[src/rtl/cfg_byte_loader.sv]
module cfg_byte_loader #(
  parameter int ADDR_W = 18,
  parameter int DATA_W = 8,
  parameter int LEN_W  = 24
) (
  input  logic              clk,
  input  logic              rst_n,
  input  logic              start,
  input  logic [LEN_W-1:0]  cfg_len,
  input  logic              mirror,
  input  logic [DATA_W-1:0] mem_data,
  output logic [ADDR_W-1:0] mem_addr,
  output logic              rclk,
  output logic              sdata,
  output logic              sclk,
  output logic              busy,
  output logic              done,
  output logic              wrap_err
);
  localparam int BIT_W = (DATA_W > 1) ? $clog2(DATA_W) : 1;
  localparam logic [BIT_W-1:0] LAST_BIT = BIT_W'(DATA_W - 1);

  typedef enum logic [1:0] {IDLE, FETCH, SHIFT} state_t;

  state_t            state;
  logic [LEN_W-1:0]  len_q, cnt;
  logic [BIT_W-1:0]  bitcnt;
  logic [DATA_W-1:0] shreg, ordered;
  logic              last_byte;

  always_comb begin
    for (int i = 0; i < DATA_W; i++)
      ordered[i] = mirror ? mem_data[DATA_W-1-i] : mem_data[i];
  end

  assign busy      = (state != IDLE);
  assign last_byte = (LEN_W'(cnt + 1'b1) == len_q);

  always_ff @(posedge clk) begin
    if (!rst_n) begin
      state    <= IDLE;
      len_q    <= '0;
      cnt      <= '0;
      bitcnt   <= '0;
      shreg    <= '0;
      mem_addr <= '0;
      rclk     <= 1'b0;
      sdata    <= 1'b0;
      sclk     <= 1'b0;
      done     <= 1'b0;
      wrap_err <= 1'b0;
    end else begin
      case (state)
        IDLE: if (start) begin
          mem_addr <= '0;
          cnt      <= '0;
          len_q    <= cfg_len;
          wrap_err <= 1'b0;
          if (cfg_len == '0) begin
            done <= 1'b1;
          end else begin
            done  <= 1'b0;
            rclk  <= 1'b1;
            state <= FETCH;
          end
        end
        FETCH: begin
          rclk   <= 1'b0;
          sdata  <= ordered[0];
          shreg  <= ordered >> 1;
          bitcnt <= '0;
          sclk   <= 1'b0;
          state  <= SHIFT;
        end
        SHIFT: begin
          if (!sclk) begin
            sclk <= 1'b1;
          end else if (bitcnt == LAST_BIT) begin
            sclk <= 1'b0;
            if (last_byte) begin
              done  <= 1'b1;
              state <= IDLE;
            end else begin
              cnt      <= cnt + 1'b1;
              mem_addr <= mem_addr + 1'b1;
              if (&mem_addr) wrap_err <= 1'b1;
              rclk  <= 1'b1;
              state <= FETCH;
            end
          end else begin
            sclk   <= 1'b0;
            sdata  <= shreg[0];
            shreg  <= shreg >> 1;
            bitcnt <= bitcnt + 1'b1;
          end
        end
        default: state <= IDLE;
      endcase
    end
  end


  rclk_sclk_excl_chk: assert property (@(posedge clk) disable iff (!rst_n)
    rclk |-> !sclk);

  rclk_single_chk: assert property (@(posedge clk) disable iff (!rst_n)
    rclk |=> !rclk);

  sclk_single_chk: assert property (@(posedge clk) disable iff (!rst_n)
    sclk |=> !sclk);

  sdata_stable_chk: assert property (@(posedge clk) disable iff (!rst_n)
    $rose(sclk) |-> $stable(sdata));

  addr_step_chk: assert property (@(posedge clk) disable iff (!rst_n)
    (busy && $past(busy) && mem_addr != $past(mem_addr))
      |-> mem_addr == ADDR_W'($past(mem_addr) + 1'b1));

  done_idle_chk: assert property (@(posedge clk) disable iff (!rst_n)
    done |-> !busy);

  wrap_flag_chk: assert property (@(posedge clk) disable iff (!rst_n)
    (busy && $past(busy) && !$past(wrap_err) && wrap_err) |-> mem_addr == '0);
endmodule

[config.mk]
export PLATFORM = sky130hd
export DESIGN_NAME = cfg_byte_loader
export DESIGN_NICKNAME = d
export VERILOG_FILES = /design/src/rtl/cfg_byte_loader.sv
export SDC_FILE = /design/constraint.sdc
export NUM_CORES = 1
export LEC_CHECK = 0
export BUFFER_PORTS_ARGS = -buffer_cell sky130_fd_sc_hd__buf_2
export CAP_MARGIN = 25
export CORE_MARGIN = 5
export CORE_UTILIZATION = 30
export CTS_CLUSTER_SIZE = 10
export DETAILED_ROUTE_END_ITERATION = 16
export HOLD_SLACK_MARGIN = 0.03
export PLACE_DENSITY = 0.59
export SYNTH_ARGS = -nofsm -noshare
export SYNTH_HDL_FRONTEND = slang
export SYNTH_SLANG_ARGS = --single-unit
export TNS_END_PERCENT = 100
[constraint.sdc]
create_clock -name clk -period 3.4 [get_ports clk]
set_input_delay 0.51 -clock clk [delete_from_list [all_inputs] [get_ports clk]]
set_output_delay 0.51 -clock clk [all_outputs]
set_load 0.1 [all_outputs]
# ---- Word-level counts from Yosys, hierarchy flattened
# Cells that the tools add are included.
dict set report word_totals {
  regBits 84
  inputBits 36
  out_inout_bits 24
}
dict set report op_classes {
  n_addsub 3
  n_eq_ne 12
  muxes 53
  n_reduce_logical 14
}
# op count
set ops {}
lappend ops {{24-bit 2-to-1 mux} 4}
lappend ops {{18-bit 2-to-1 mux} 4}
lappend ops {{24-bit one-hot mux with 2 select lines} 1}
lappend ops {{18-bit one-hot mux with 2 select lines} 1}
lappend ops {{1-bit 2-to-1 mux} 27}
lappend ops {{24-bit by 1-bit adder with 24-bit output, second input constant} 1}
lappend ops {{24-bit == test} 1}
lappend ops {{24-bit logical NOT} 1}
lappend ops {{18-bit by 1-bit adder with 18-bit output, second input constant} 1}
lappend ops {{18-bit AND reduction} 1}
lappend ops {{8-bit 2-to-1 mux} 2}
lappend ops {{2-bit inequality test, second input constant} 8}
lappend ops {{8-bit one-hot mux with 2 select lines} 1}
lappend ops {{6-bit AND reduction} 2}
lappend ops {{5-bit AND reduction} 2}
lappend ops {{2-bit 2-to-1 mux} 4}
lappend ops {{1-bit one-hot mux with 2 select lines} 4}
lappend ops {{3-bit 2-to-1 mux} 2}
lappend ops {{2-bit one-hot mux with 3 select lines} 1}
lappend ops {{3-bit one-hot mux with 2 select lines} 1}
lappend ops {{2-bit nonzero test} 3}
lappend ops {{4-bit AND reduction} 1}
lappend ops {{3-bit by 1-bit adder with 3-bit output, second input constant} 1}
lappend ops {{3-bit == test, second input constant} 1}
lappend ops {{7 further kinds} 7}

# ---- Longest topological paths before layout
dict set report depth {
  ltp_word 6
  ltp_mapped 12
  depth_no_buf 11
}

# ---- Worst setup path after synthesis
# OpenSTA, ideal clock, no wires.
dict set report synth_path {
  path_kind {reg2reg}
  from {register cnt[12]}
  to {register cnt[19]}
  setup_time_ps 115
  t_arrival_ps 2753
  slack_ps 532
  path_stages_with_launch 12
  period_less_slack_ps 2868
  path_cell_list {dfxtp_1 -> buf_2 -> nand4_4 -> or3_1 -> or4_4 -> xnor2_2 -> nor4_1 -> nand4_2 -> buf_6 -> buf_6 -> a41o_1 -> o21a_1}
}
dict set report synth_between {
  elab_chain_cells 5
}
# item line_no
set synth_rtl {}
lappend synth_rtl {{from (decl)} 26} ;# logic [LEN_W-1:0] len_q, cnt;
lappend synth_rtl {{from (signal assigned)} 84} ;# cnt <= cnt + 1'b1;
lappend synth_rtl {{24-bit by 1-bit adder with 24-bit output (*)} {37, 84}}
lappend synth_rtl {{branches (longest 4 deep; another with 24-bit == test)} -}
# Mark *: on every way between the ends. The select of a mux whose other input is x is not followed.
# A chain may end at the register's enable or synchronous reset.

# ---- Worst setup path in the final report
dict set report layout_path {
  from {register cnt[14]}
  to {register cnt[20]}
}
# The elaborated chain is that of the path after synthesis.

==> results.md <==
* Drt initial violations at 408
* Final setup vio count at 0
* Asr flop ratio synth at 0%
* Final Hold Slack at 0.409 ns
* Register area share after synthesis at 34.0%
* Post-synth top flop: dfxtp_1
* IO Count at 60
* Net count after synthesis at 688
* Setup TNS at 0 ns
* Synth area leaders: dfxtp_1 (34%), nand2_1 (9.1%), a21oi_1 (5.4%)
* Crit path required time at 3.65 ns
* Initial Utilization at 30.6%
* Gpl congestion at 0.897
* Post-layout min period at 3.18 ns
* Worst min path class: in2reg
* Power Density at 549 nW/um2
* Placed instance area at 5500 um2
* Area of the core at 15,900 um2
* DR vias at 4,896
* Ant. Diodes at 0
* Final Skew at 0.00712 ns
* Worst-skew pair later-pin latency at 0.35 ns
* WL/cell at 15.3 um
* Unrepaired setup endpoints after global routing: false
* Worst Max-Slew Pin Slew at 0.893 ns
* Bufs on Longest Clock Path at 2
* Synthesized area at 4880 um2
* Syn Inst Count at 643
* CP Max Fanout at 18
* Max-slew violations at 0
* CP Data Arrival Time at 3.43 ns
* Initial antenna violation count at 0
* Cts repair resizes at 0
* Synth area leader: dfxtp_1
* Yosys cell types at 59
* Critical path class: reg2reg
* Run status: finished clean
* Share of post-route cells with drive strength above 1 at 16.5%
* EDFF count, synth at 0
* Post-CTS setup buffer count at 0
* Fill cells at 1,701
* First-pass GRT wire length at 23.1 mm
* Lkg Pwr at 2.20 nW
* Final Core Density at 36.7%
* Area Growth Syn to Fin at 19.6%
* Design area at 5840 um2
* Reg clk slew, reported paths at 0.06 ns
* Row Count at 46
* CP max-delay cell: or4_4
* Synth Register Bits at 83
* Synth warn at 0
* Drt drc at 0
* Die area at 18,900 um2
* Root Driver: clkbuf_16
* Wl on met1 at 6.75 mm
* Drt first pass iters at 5
* IR drop worst, VDD at 0.275 mV
* Avg Inst Size Synth at 7.60 um2
* Maxcap violations at 0
* Htree depth at 3
* Top Metal Used: met4
* GRT Residual Overflow at 0
* Final hold vios at 0
* Max incr delay on CP at 0.53 ns
* Crit. End Element: flop
* Die height at 138 um
* Port bufs at 59
* Slew Limit Headroom at 40.4%
* Vias in the first global route at 4,458
* Total track usage at 15.4%
* TritonCTS clock tree: yes
* Largest net degree at the start of global routing at 49
* Met3 Routed Length at 646 um
* Drt via density at 5.32
* Hpwl dp at 10.3 mm
* Crit-path cells: nand4_4 -> or3_1 -> or4_4 -> xnor2_2 -> nor4_1 -> nand4_2 -> buf_6 -> a41o_1 -> o21a_1
* Antenna viol nets, final at 0
* Die X at 138 um
* Fin crit share at 93.6%
* Met2 wire len at 6.25 mm
* CP Launch Type: flop
* Total CTS buffers at 9
* Fin nets at 744
* CP bufs+invs at 1
* CP top delay family: simple AND/OR/NAND/NOR gates
* Total wire length after detailed routing at 14.1 mm
* Highest clock rate at 0.314 GHz
* R2R Setup Slk at 0.22 ns
* Clk sink count at 83
* Post-synth top area share at 34.0%
* # hold bufs at CTS at 0
## worst register-to-register path, stage by stage, from the launching register on
cell and delay [ns]:
dfxtp_1 0.48, nand4_4 0.19, or3_1 0.44, or4_4 0.53, xnor2_2 0.15, nor4_1 0.34
nand4_2 0.30, buf_6 0.25, a41o_1 0.23, o21a_1 0.17
## power by group
group,switching (mW),internal (mW)
combinational,0.692,0.290
clock,0.399,0.682
sequential,0.0730,1.07
## registers in the layout, indices dropped and copies added (netlist names)
| signal | flops |
|---|---|
| wrap_err | 1 |
| bitcnt | 3 |
| state | 2 |
| sdata | 1 |
| done | 1 |
| len_q | 24 |
| mem_addr | 18 |
| cnt | 24 |
| sclk | 1 |
| rclk | 1 |
| shreg | 7 |
## cells by family after synthesis
group,Yosys count,synth area share (%)
AND/OR/NAND/NOR,283,28.8
XOR/XNOR,32,5.89
AO/OA/AOI/OAI,160,20.7
buffers and inverters,63,5.58
adder cells (fa/ha/maj),10,2.51
multiplexers,12,2.46
flip-flops,83,34.0
## path summary, 6_finish.rpt
kind | end | start | depth (start not counted)
setup reg to reg | cnt[20]$_SDFFE_PN0P_ | cnt[14]$_SDFFE_PN0P_ | 9
hold / removal | len_q[20]$_SDFFE_PN0P_ | cfg_len[20] | 3
hold reg to reg | shreg[3]$_SDFFE_PN0P_ | shreg[3]$_SDFFE_PN0P_ | 2
setup / recovery | cnt[20]$_SDFFE_PN0P_ | cnt[14]$_SDFFE_PN0P_ | 9
## placed cells by master, fill, tap and decap left out, types with 3 or more instances in the layout
master / n
nand4_1: 12
o41ai_1: 6
nor3_1: 17
xor2_1: 7
o31ai_1: 13
xnor2_1: 24
o21a_1: 4
nor2_1: 31
mux2i_1: 12
clkbuf_16: 9
nand2b_1: 3
buf_4: 28
and4_1: 3
and3_1: 10
inv_1: 18
nand3_1: 40
o21ai_1: 3
nand2_1: 119
nor4_1: 12
or3_1: 8
a21oi_1: 53
o22ai_1: 5
o211ai_1: 16
o21ai_0: 26
ha_1: 9
or4_1: 9
a31oi_1: 11
a41o_1: 4
dfxtp_1: 82
nand3_2: 3
buf_2: 59
## cell usage after synthesis (all sizes together) (12+ instances only)
cell      n
a21oi    53
buf      17
clkbuf   28
dfxtp    83
inv      18
mux2i    12
nand2   119
nand3    43
nand4    15
nor2     31
nor3     18
nor4     13
o211ai   16
o21ai    29
o31ai    13
xnor2    25
## per-stage QoR
step / worst slack [ns] / cells / power [mW]
final: 0.216 / 920 / 3.21
after global routing: 0.0183 / 920 / 3.40
after CTS: 0.0810 / 920 / 3.24
after floorplan: 0.532 / 643 / 1.88
after global placement: 0.179 / 904 / 2.15
after detailed placement: 0.106 / 904 / 2.15
## metal layers
metal | vias to the layer above | track usage [%]
li1 | 2457 | -
met5 | - | 0
met4 | 0 | 7.37
met1 | 2281 | 21.3
met2 | 131 | 23.0
met3 | 27 | 2.85
## cell type report
| cell class | instances | area [um2] | area share (%) |
|---|---|---|---|
| Sequential cell | 83 | 1660 | 28.5 |
| Inverter | 18 | 67.6 | 1.16 |
| Clock buffer | 12 | 256 | 4.39 |
| Multi-Input combinational cell | 497 | 2960 | 50.6 |
| Tap cell | 216 | 270 | 4.63 |
| Timing Repair Buffer | 90 | 557 | 9.53 |
| Clock inverter | 4 | 72.6 | 1.24 |
Note: power is estimated with default switching activity, not from simulation.
